==> config.mk <==
export PLATFORM = sky130hd
export DESIGN_NAME = insn_prefetch_queue
export DESIGN_NICKNAME = d
export VERILOG_FILES = /design/src/rtl/ipq_pkg.sv /design/src/rtl/ipq_word_fifo.sv /design/src/rtl/ipq_fetch_ctl.sv /design/src/rtl/ipq_branch_slot.sv /design/src/rtl/insn_prefetch_queue.sv
export SDC_FILE = /design/constraint.sdc
export NUM_CORES = 1
export LEC_CHECK = 0
export ABC_CLOCK_PERIOD_IN_PS = 3500
export BUFFER_PORTS_ARGS = -buffer_cell sky130_fd_sc_hd__buf_2
export CORE_UTILIZATION = 45
export CTS_BUF_LIST = sky130_fd_sc_hd__clkbuf_8
export DETAILED_ROUTE_END_ITERATION = 10
export MAX_ROUTING_LAYER = met4
export PLACE_DENSITY_LB_ADDON = 0.3
export SETUP_SLACK_MARGIN = 0.4
export SYNTH_ARGS = -nofsm -noshare
export SYNTH_HDL_FRONTEND = slang
export SYNTH_SLANG_ARGS = --single-unit
==> constraint.sdc <==
create_clock -name clk -period 3.5 [get_ports clk]
set_input_delay 0.35 -clock clk [delete_from_list [all_inputs] [get_ports clk]]
set_output_delay 0.35 -clock clk [all_outputs]
set_load 0.02 [all_outputs]
==> src/rtl/ipq_pkg.sv <==
package ipq_pkg;
  // Origin of the word carried by the current fetch request
  typedef enum logic {FK_SEQ = 1'b0, FK_TGT = 1'b1} fetch_kind_e;

  // Circular pointer step for a ring of n entries
  function automatic int unsigned wrap_inc(input int unsigned p, input int unsigned n);
    return (p + 1 >= n) ? 0 : p + 1;
  endfunction
endpackage

==> src/rtl/ipq_word_fifo.sv <==
module ipq_word_fifo
  import ipq_pkg::*;
#(
  parameter int WW    = 16,
  parameter int DEPTH = 3
) (
  input  logic          clk,
  input  logic          rst_n,
  input  logic          flush,
  input  logic          push,
  input  logic [WW-1:0] push_word,
  input  logic          pop,
  input  logic          loop_arm,
  input  logic          loop_on,
  output logic [WW-1:0] head_word,
  output logic          empty,
  output logic          full
);
  localparam int PW = (DEPTH > 1) ? $clog2(DEPTH) : 1;
  localparam int CW = $clog2(DEPTH + 1);

  logic [WW-1:0] slots [DEPTH];
  logic [PW-1:0] rd_ptr, wr_ptr, rep_ptr;
  logic [CW-1:0] cnt;

  // Named events: a draining pop frees a slot, a replay step only rotates
  logic pop_drain, replay_step;
  assign pop_drain   = pop && !loop_on && !loop_arm;
  assign replay_step = pop && (loop_on || loop_arm);

  function automatic logic [PW-1:0] nxt(input logic [PW-1:0] p);
    return PW'(wrap_inc(32'(p), DEPTH));
  endfunction

  always_ff @(posedge clk) begin
    if (!rst_n) begin
      rd_ptr  <= '0;
      wr_ptr  <= '0;
      rep_ptr <= '0;
      cnt     <= '0;
    end else if (flush) begin
      rd_ptr  <= '0;
      wr_ptr  <= push ? nxt('0) : '0;
      rep_ptr <= '0;
      cnt     <= push ? CW'(1) : '0;
    end else begin
      if (push)      wr_ptr <= nxt(wr_ptr);
      if (pop_drain) rd_ptr <= nxt(rd_ptr);
      cnt <= cnt + CW'(push) - CW'(pop_drain);
      if (loop_arm)         rep_ptr <= replay_step ? nxt(rd_ptr) : rd_ptr;
      else if (replay_step) rep_ptr <= nxt(rep_ptr);
    end
  end

  always_ff @(posedge clk) begin
    if (push) slots[flush ? '0 : wr_ptr] <= push_word;
  end

  assign head_word = loop_on ? slots[rep_ptr] : slots[rd_ptr];
  assign empty     = (cnt == '0);
  assign full      = (cnt == CW'(DEPTH));


  no_overflow_chk: assert property (@(posedge clk) disable iff (!rst_n)
    (push && !flush && full) |-> pop_drain);

  no_underflow_chk: assert property (@(posedge clk) disable iff (!rst_n)
    pop_drain |-> !empty);

  replay_frozen_chk: assert property (@(posedge clk) disable iff (!rst_n)
    (loop_on && !flush) |=> (cnt == $past(cnt)));
endmodule

==> src/rtl/ipq_fetch_ctl.sv <==
module ipq_fetch_ctl
  import ipq_pkg::*;
#(
  parameter int AW = 24
) (
  input  logic          clk,
  input  logic          rst_n,
  input  logic          data_busy,
  input  logic          want_tgt,
  input  logic          want_seq,
  input  logic [AW-1:0] seq_addr,
  input  logic [AW-1:0] tgt_addr,
  input  logic          kill,
  input  logic          fetch_ack,
  output logic          fetch_req,
  output logic [AW-1:0] fetch_addr,
  output fetch_kind_e   req_kind,
  output logic          ack_live,
  output logic          issue_fire
);
  logic stale;

  // A new request starts only with the port idle and the bus free
  assign issue_fire = !fetch_req && !data_busy && (want_tgt || want_seq);
  assign ack_live   = fetch_req && fetch_ack && !stale;

  always_ff @(posedge clk) begin
    if (!rst_n) begin
      fetch_req  <= 1'b0;
      fetch_addr <= '0;
      req_kind   <= FK_SEQ;
      stale      <= 1'b0;
    end else if (issue_fire) begin
      fetch_req  <= 1'b1;
      fetch_addr <= want_tgt ? tgt_addr : seq_addr;
      req_kind   <= want_tgt ? FK_TGT : FK_SEQ;
      stale      <= 1'b0;
    end else if (fetch_req && fetch_ack) begin
      fetch_req  <= 1'b0;
      stale      <= 1'b0;
    end else if (fetch_req && kill) begin
      stale      <= 1'b1;
    end
  end


  req_hold_chk: assert property (@(posedge clk) disable iff (!rst_n)
    (fetch_req && !fetch_ack) |=> (fetch_req && $stable(fetch_addr)));

  idle_issue_chk: assert property (@(posedge clk) disable iff (!rst_n)
    $rose(fetch_req) |-> $past(!data_busy));
endmodule

==> src/rtl/ipq_branch_slot.sv <==
module ipq_branch_slot #(
  parameter int AW = 24,
  parameter int WW = 16
) (
  input  logic          clk,
  input  logic          rst_n,
  input  logic          hint,
  input  logic [AW-1:0] target,
  input  logic          resolve_fire,
  input  logic          tgt_ack_live,
  input  logic [WW-1:0] ack_word,
  input  logic          tgt_inflight,
  output logic          pending,
  output logic [AW-1:0] tgt_addr,
  output logic          tgt_valid,
  output logic [WW-1:0] tgt_word,
  output logic          tgt_need
);
  assign tgt_need = pending && !tgt_valid && !tgt_inflight;

  always_ff @(posedge clk) begin
    if (!rst_n) begin
      pending   <= 1'b0;
      tgt_addr  <= '0;
      tgt_valid <= 1'b0;
      tgt_word  <= '0;
    end else if (resolve_fire) begin
      pending   <= 1'b0;
      tgt_valid <= 1'b0;
    end else if (hint && !pending) begin
      pending   <= 1'b1;
      tgt_addr  <= target;
      tgt_valid <= 1'b0;
    end else if (tgt_ack_live && pending) begin
      tgt_valid <= 1'b1;
      tgt_word  <= ack_word;
    end
  end


  tgt_only_pending_chk: assert property (@(posedge clk) disable iff (!rst_n)
    tgt_valid |-> pending);

  tgt_single_fetch_chk: assert property (@(posedge clk) disable iff (!rst_n)
    tgt_valid |-> !tgt_inflight);
endmodule

==> src/rtl/insn_prefetch_queue.sv <==
module insn_prefetch_queue
  import ipq_pkg::*;
#(
  parameter int AW    = 24,
  parameter int WW    = 16,
  parameter int DEPTH = 3
) (
  input  logic          clk,
  input  logic          rst_n,
  input  logic [AW-1:0] start_addr,
  input  logic          data_busy,
  output logic          fetch_req,
  output logic [AW-1:0] fetch_addr,
  input  logic          fetch_ack,
  input  logic [WW-1:0] fetch_data,
  output logic          dec_valid,
  input  logic          dec_ready,
  output logic [WW-1:0] dec_word,
  input  logic          br_hint,
  input  logic [AW-1:0] br_target,
  input  logic          br_resolve,
  input  logic          br_taken,
  input  logic          loop_enter,
  input  logic          loop_exit
);
  function automatic logic [AW-1:0] addr_after(input logic [AW-1:0] a);
    return a + AW'(1);
  endfunction

  logic [AW-1:0] seq_pc, tgt_addr;
  logic [WW-1:0] tgt_word, fifo_head, chosen_word, push_word;
  logic          loop_on, pending, tgt_valid, tgt_need;
  logic          fifo_empty, fifo_full, ack_live, issue_fire;
  fetch_kind_e   req_kind;

  // Named internal events
  logic resolve_fire, taken_fire, loop_arm, loop_exit_fire, redirect;
  logic seq_ack_live, tgt_ack_live, tgt_have_now, kill;
  logic want_seq, want_tgt, flush, push, pop;

  assign resolve_fire   = br_resolve && pending;
  assign taken_fire     = resolve_fire && br_taken;
  assign loop_arm       = loop_enter && !loop_on && !pending && fifo_full;
  assign loop_exit_fire = loop_exit && loop_on;
  assign redirect       = resolve_fire || loop_exit_fire || loop_arm;

  assign seq_ack_live = ack_live && (req_kind == FK_SEQ);
  assign tgt_ack_live = ack_live && (req_kind == FK_TGT);
  assign tgt_have_now = tgt_valid || tgt_ack_live;
  assign chosen_word  = tgt_valid ? tgt_word : fetch_data;

  assign kill = taken_fire || (resolve_fire && !br_taken && req_kind == FK_TGT);

  assign want_tgt = tgt_need && !redirect;
  assign want_seq = !loop_on && !fifo_full && !redirect;

  assign flush     = taken_fire || loop_exit_fire;
  assign push      = taken_fire ? tgt_have_now : (!loop_exit_fire && seq_ack_live);
  assign push_word = taken_fire ? chosen_word : fetch_data;

  assign dec_valid = loop_on || !fifo_empty;
  assign dec_word  = fifo_head;
  assign pop       = dec_valid && dec_ready;

  always_ff @(posedge clk) begin
    if (!rst_n) begin
      seq_pc  <= start_addr;
      loop_on <= 1'b0;
    end else begin
      if (taken_fire)
        seq_pc <= tgt_have_now ? addr_after(tgt_addr) : tgt_addr;
      else if (issue_fire && !want_tgt)
        seq_pc <= addr_after(seq_pc);
      if (loop_arm)            loop_on <= 1'b1;
      else if (loop_exit_fire) loop_on <= 1'b0;
    end
  end

  ipq_fetch_ctl #(.AW(AW)) u_fetch (
    .clk        (clk),
    .rst_n      (rst_n),
    .data_busy  (data_busy),
    .want_tgt   (want_tgt),
    .want_seq   (want_seq),
    .seq_addr   (seq_pc),
    .tgt_addr   (tgt_addr),
    .kill       (kill),
    .fetch_ack  (fetch_ack),
    .fetch_req  (fetch_req),
    .fetch_addr (fetch_addr),
    .req_kind   (req_kind),
    .ack_live   (ack_live),
    .issue_fire (issue_fire)
  );

  ipq_branch_slot #(.AW(AW), .WW(WW)) u_branch (
    .clk          (clk),
    .rst_n        (rst_n),
    .hint         (br_hint),
    .target       (br_target),
    .resolve_fire (resolve_fire),
    .tgt_ack_live (tgt_ack_live),
    .ack_word     (fetch_data),
    .tgt_inflight (fetch_req && req_kind == FK_TGT),
    .pending      (pending),
    .tgt_addr     (tgt_addr),
    .tgt_valid    (tgt_valid),
    .tgt_word     (tgt_word),
    .tgt_need     (tgt_need)
  );

  ipq_word_fifo #(.WW(WW), .DEPTH(DEPTH)) u_fifo (
    .clk       (clk),
    .rst_n     (rst_n),
    .flush     (flush),
    .push      (push),
    .push_word (push_word),
    .pop       (pop),
    .loop_arm  (loop_arm),
    .loop_on   (loop_on),
    .head_word (fifo_head),
    .empty     (fifo_empty),
    .full      (fifo_full)
  );


  loop_no_fetch_chk: assert property (@(posedge clk) disable iff (!rst_n)
    loop_on |-> !fetch_req);

  taken_direct_chk: assert property (@(posedge clk) disable iff (!rst_n)
    (taken_fire && tgt_have_now) |=> (dec_valid && dec_word == $past(chosen_word)));

  taken_refetch_chk: assert property (@(posedge clk) disable iff (!rst_n)
    (taken_fire && !tgt_have_now) |=> !dec_valid);

  not_taken_keep_chk: assert property (@(posedge clk) disable iff (!rst_n)
    (resolve_fire && !br_taken && dec_valid && !dec_ready) |=> dec_valid);

  loop_exit_empty_chk: assert property (@(posedge clk) disable iff (!rst_n)
    loop_exit_fire |=> !dec_valid);
endmodule

==> results.cfg, run 1 <==
[sta]
finalHoldViolations = 0
rsz0062_at_grt = false
drv_slew = 0
fmax_mhz = 381
worst_slew_pin_slew_ns = 1.02
fin_crit_sh_pct = 75.1
slew-limit-headroom_pct = 31.9
finalClockSkew_ns = 0.0143
fin_setup_tns_ns = 0
setup_viol = 0
final.min_clock_period_ns = 2.63

[global_route]
grtUsageTotal_pct = 22.6
antenna_found_initial = 0
grt_pass1_vias = 5884
grt.met1_usage_pct = 28.1
grt_pass1_wl_mm = 30.0
use_met3_pct = 4.38
grt_start_max_net_pins = 47
grt_overflow = 0
grt_busiest_layer = met2
met2_usage_pct = 36.5

[setup_path]
cp_max_fo = 16
worstSetupPathType = register to output pin
cp_common_cell = o21ai_0
worstPathRequired_ns = 3.15
cp-end-kind = output pin
cp_data_arrival_time_ns = 2.28
slowest_stage = dfxtp_1
start_kind = register
crit_chain = mux2i_1 -> o21ai_0 -> nand2_1 -> o21ai_0 -> buf_2
critPathMaxStageDelay_ns = 1.00

[clock_tree]
ctsHtreeMaxLevel = 4
clk_path_buf_depth = 2
cts_setup_buffers = 0
post_cts_resized = 0
hold_buffers = 0
numCtsBuffers = 17
clk_latency_ns = 0.46
cts_tree = done
cts_root_buffer = clkbuf_8
clkTransAtPathRegs_ns = 0.09
numClockSinks = 154

[floorplan]
coreArea_um2 = 16600
row_count = 47
dieArea_um2 = 17500
start_util_pct = 46.1
io_pins = 116
die_w_um = 132
die_y_um = 132

[pwr]
leakagePower_nw = 3.15
powerDensity_nw_per_um2 = 491
ir_drop_mv = 0.240

[cells_and_area]
nets = 970
finalNonFillerCells = 1126
drive_above_1_share_pct = 20.9
diodes = 0
syn_to_final_growth_pct = 13.6

[yosys]
yosysWarnings = 0
netlist_instances = 800
ys_seq_elements = 154
synth_area_per_cell_um2 = 9.56
ys_types = 59
yosys-top-cells-area = edfxtp_1, dfxtp_1, nand2_1
synth_seq_area_share_pct = 49.7
ys.flop_type = dfxtp_1
async_flop_share_pct = 0
synthesis.area_um2 = 7650
syn_nets = 877
yosysTopAreaCellShare_pct = 28.3
synth_top_area_cell = edfxtp_1
synth_edf_count = 72

[drt]
vias = 6181
first_iter_violations = 498
via_per_inst = 5.49
ant_nets = 0
drc = 0
wirelength_mm = 18.9
firstDrtPassIters = 7
avgRoutedWirePerCell_um = 16.8

[place]
dp_hpwl_mm = 12.9
gp_congestion = 0.811
dp_cells = 1094
io_buffers = 115

[outcome]
status = completed

[hold_path]
min_path_type = input pin to register

[flow_run]
maxCapViolations = 0
## sequential cells by signal, indices dropped and copies added (netlist names), named ones only
name and cells:
seq_pc 24, u_fifo.rep_ptr 2, loop_on 1, u_branch.tgt_addr 24, u_fetch.stale 1, u_fifo.wr_ptr 2, u_fetch.fetch_addr 24, u_branch.tgt_word 16
u_fifo.rd_ptr 2, u_fifo.cnt 2, u_fetch.req_kind 1, u_fetch.fetch_req 1, u_branch.pending 1, u_branch.tgt_valid 1, u_fifo.slots 48
## synthesized netlist by cell type (13+ instances only)
| master | n |
|---|---|
| nand2_1 | 149 |
| dfxtp_1 | 82 |
| nor2_1 | 74 |
| edfxtp_1 | 72 |
| a21oi_1 | 68 |
| o21ai_0 | 41 |
| mux2i_1 | 40 |
| clkbuf_1 | 35 |
| xnor2_1 | 25 |
| a222oi_1 | 24 |
| nand3_1 | 17 |
| o221ai_1 | 17 |
| mux2_2 | 16 |
| nor3_1 | 16 |
| xor2_1 | 16 |
| inv_1 | 13 |
## cell families (layout without fill, tap and decap cells)
logic type	after synthesis	count (layout)	synth area share (%)
AND/OR/NAND/NOR	302	302	17.7
AO/OA/AOI/OAI	178	178	15.5
flip-flops	154	154	49.7
buffers and inverters	66	172	4.25
multiplexers	56	56	7.59
XOR/XNOR	41	41	4.70
adder cells (fa/ha/maj)	3	3	0.491
## routing by layer
metal  routed length [µm]  up-vias  part of all wire, %
met1                 8460     2877                   45
met5                    0        -                    0
met3                  911       28                  4.8
met4                  384        0                  2.0
met2                 9130      184                   48
li1                     -     3092                    -
## power by group
group	internal (mW)	switching (mW)	total [mW]	leakage, nW
clock network	0.573	0.721	1.29	0.179
logic	0.339	0.496	0.834	1.62
registers	2.01	0.127	2.13	1.35
## placed cells by master (no fill, tap or decap), drive strengths merged, types with 24 or more instances in the layout
| master | Yosys | routed |
|---|---|---|
| dfxtp | 82 | 82 |
| nand2 | 150 | 150 |
| o21ai | 41 | 41 |
| a21oi | 68 | 68 |
| edfxtp | 72 | 72 |
| xnor2 | 25 | 25 |
| mux2i | 40 | 40 |
| a222oi | 24 | 24 |
| buf | 15 | 126 |
| nor2 | 74 | 74 |
## worst max-delay path: cells and delay by family (launching register included)
family                 cells  cell delay (ns)
DFF                        1             1.00
muxes                      1             0.26
AOI/OAI and AO/OA          2             0.23
buffers and inverters      1             0.21
and+or+nand+nor            1             0.10
## worst paths after layout
kind | depth (start not counted) | endpoint | startpoint | slack, ns
max | 5 | dec_word[4] | register | 0.87
min | 3 | u_branch.tgt_addr[12] | br_target[12] | 0.11
max reg2reg | 5 | u_fifo.slots[0][5] | u_fetch.fetch_req | 1.04
min reg2reg | 2 | u_branch.tgt_word[15] | u_branch.tgt_word[15] | 0.46
## per-stage QoR
| stage | hold slack [ns] | worst slack, ns | area, µm² | util (%) | total power [mW] |
|---|---|---|---|---|---|
| 2_1_floorplan | 0.434 | 0.707 | 7650 | - | 2.75 |
| 3_3_place_gp | 0.440 | 1.04 | 8310 | 50.1 | 3.00 |
| 3_5_place_dp | 0.446 | 1.03 | 8310 | 50.1 | 3.01 |
| 4_1_cts | 0.0840 | 0.855 | 8690 | 52.4 | 4.29 |
| 5_1_grt | 0.104 | 0.679 | 8690 | 52.4 | 4.46 |
| 6_report | 0.112 | 0.873 | 8690 | 52.4 | 4.26 |
## layout make-up
type / count / area [µm²]
sequential: 154 / 3800
inverter: 14 / 52.6
clock inverter: 15 / 141
tap: 220 / 275
multi-input combinational: 580 / 3520
fill: 1641 / 7890
timing repair buffer: 126 / 658
clock buffer: 17 / 234
Power figures use the tool's default switching activity.
==> run 2, diff against run 1 <==
--- a/config.mk
+++ b/config.mk
@@ -5,7 +5,7 @@
 export SDC_FILE = /design/constraint.sdc
 export NUM_CORES = 1
 export LEC_CHECK = 0
-export ABC_CLOCK_PERIOD_IN_PS = 3500
+export ABC_CLOCK_PERIOD_IN_PS = 2750
 export BUFFER_PORTS_ARGS = -buffer_cell sky130_fd_sc_hd__buf_2
 export CORE_UTILIZATION = 45
 export CTS_BUF_LIST = sky130_fd_sc_hd__clkbuf_8
==> constraint.sdc (replaced) <==
create_clock -name clk -period 2.75 [get_ports clk]
set_input_delay 0.275 -clock clk [delete_from_list [all_inputs] [get_ports clk]]
set_output_delay 0.275 -clock clk [all_outputs]
set_load 0.02 [all_outputs]
==> run 2 against run 1 <==
Net effect: via count increased by 1.1%; combinational power rose by 28%; largest cell class unchanged; critical endpoint is now dec_word[9]; sequential power rose by 28%; worst hold slack got worse by 0.057 ns; die area stayed put; core utilization up 0.77 points; register-to-register slack worse by 0.42 ns; count of clock-buffer cells in the layout did not move; flip-flop and latch count is the same; worst setup slack got worse by 0.27 ns; total power grew 30%; clock power is 34% higher.
==> results.cfg, run 2 (synthesis results as in run 1) <==
[cells_and_area]
final_cell_mix = nand2_1, buf_2, dfxtp_1
diodes = 0
syn_to_final_growth_pct = 15.3
largest_reg_flops = 48
drive_above_1_share_pct = 22.2
top_register = u_fifo.slots
finalNonFillerCells = 1139
nets = 983
design_area_um2 = 8820
final_common_cell = nand2_1

[clock_tree]
clk_path_buf_depth = 2
numClockSinks = 154
clk_latency_ns = 0.45
clkTransAtPathRegs_ns = 0.09
numCtsBuffers = 17
hold_buffers = 0
cts_root_buffer = clkbuf_8
cts_setup_buffers = 0
ctsHtreeMaxLevel = 4
cts_tree = done

[setup_path]
cp_max_fo = 10
cp-end-kind = output pin
rrSetupSlack_ns = 0.62
worstPathRequired_ns = 2.48
crit_chain = buf_4 -> mux2i_1 -> nor2_1 -> a21oi_1 -> o21ai_0 -> buf_2
slowest_stage = dfxtp_2
start_kind = register
r2r_start = u_branch.pending
worstSetupPathType = register to output pin
r2r_cells = 8
critPathMaxStageDelay_ns = 0.47
cp_data_arrival_time_ns = 1.87
rr_endpoint = u_fifo.cnt[1]

[global_route]
grt_overflow = 0
grt_pass1_wl_mm = 30.7
antenna_found_initial = 0
grt_pass1_vias = 5961
grtUsageTotal_pct = 23.1
grt_start_max_net_pins = 46

[sta]
setup_viol = 0
finalHoldViolations = 0
fmax_mhz = 467
rsz0062_at_grt = false
drv_slew = 0
slew-limit-headroom_pct = 48.1
final.min_clock_period_ns = 2.14
fin_crit_sh_pct = 77.9
fin_setup_tns_ns = 0
worst_slew_pin_slew_ns = 0.777
layout_setup_ws_ns = 0.607
finalClockSkew_ns = 0.0182

[place]
dpl_cell_area_um2 = 8410
io_buffers = 115
dp_cells = 1107
gp_congestion = 0.854
post-place-ws_ns = 0.616
dp_hpwl_mm = 13.2

[drt]
wirelength_mm = 19.0
drc = 0
via_per_inst = 5.49
vias = 6252
ant_nets = 0
avgRoutedWirePerCell_um = 16.7
first_iter_violations = 571
firstDrtPassIters = 8

[pwr]
ir_drop_mv = 0.345
seqPwrFrac_pct = 49.3
leakagePower_nw = 3.23
clockPowerShare_pct = 31.4
powerDensity_nw_per_um2 = 627
power_switching_mw = 1.71
power_mw = 5.53
swShare_pct = 30.9
p_comb_share_pct = 19.3
intPower_mw = 3.82

[floorplan]
start_util_pct = 46.1
dieArea_um2 = 17500
io_pins = 116
die_y_um = 132
die_w_um = 132
row_count = 47
coreArea_um2 = 16600

[hold_path]
hold_end = u_branch.tgt_addr[17]
hold_depth = 3
min_path_type = input pin to register
min-delay-start = br_target[17]

[flow_run]
maxCapViolations = 0

[outcome]
status = completed
-- run 2: changes by cell type in the layout (fill, tap and decap cells not counted) --
cell and change:
clkinv_2 -1, clkinv_4 +1, inv_8 +1, dfxtp_2 +2, dfxtp_1 -2, inv_1 +1, clkinv_1 -1, buf_4 +13
bufinv_16 +1, inv_6 -2
-- run 2: timing repair --
action                     CTS  global route
pin swaps                    0             0
resized for setup            1             1
setup endpoints to repair    1             1
-- run 2: worst max-delay path by stage --
stage / start / endpoint / slack, ns / cells past startpoint
finish: register / dec_word[9] / 0.61 / 6
CTS: register / dec_word[9] / 0.56 / 6
global route: loop_on / u_fifo.cnt[1] / 0.44 / 8
detailed placement: u_branch.pending / u_fifo.cnt[1] / 0.62 / 8
global placement: u_branch.pending / u_fifo.cnt[1] / 0.67 / 8
floorplan: u_fetch.fetch_req / u_fifo.slots[2][0] / 0.50 / 4
-- run 2: metrics by stage --
step	utilization [%]	hold slack, ns
floorplan	-	0.411
global placement	50.7	0.440
detailed placement	50.7	0.444
CTS	53.2	0.0258
global route	53.2	0.0338
finish	53.2	0.0558
-- run 2: per-layer routing --
layer  track usage [%]  wire length [µm]  vias to the layer above
li1                  -                 -                     3117
met1              29.2              8540                     2902
met2              37.3              9060                      207
met3              4.00              1020                       26
met4              7.79               360                        0
met5                 -                 0                        -
-- run 2: layout make-up --
class                           instances  area [µm²]
Fill cell                            1587        7770
Sequential cell                       154        3810
Multi-Input combinational cell        580        3520
Timing Repair Buffer                  139         756
Tap cell                              220         275
Clock buffer                           17         234
Clock inverter                         15         169
Inverter                               14        52.6
-- run 2: worst max-delay path, delay by kind of cell, from the launching register on --
kind / cells / cell delay (ns)
mux: 1 / 0.21
simple gates: 1 / 0.05
compound gates: 2 / 0.23
buf+inv: 2 / 0.45
flops: 1 / 0.47
-- run 2: power by group through the flow --
stage | combinational (mW) | sequential, mW | clock [mW]
floorplan | 0.751 | 2.75 | 0
global placement | 1.05 | 2.77 | 0
detailed placement | 1.07 | 2.77 | 0
CTS | 1.07 | 2.72 | 1.76
global route | 1.18 | 2.75 | 1.85
finish | 1.07 | 2.73 | 1.73
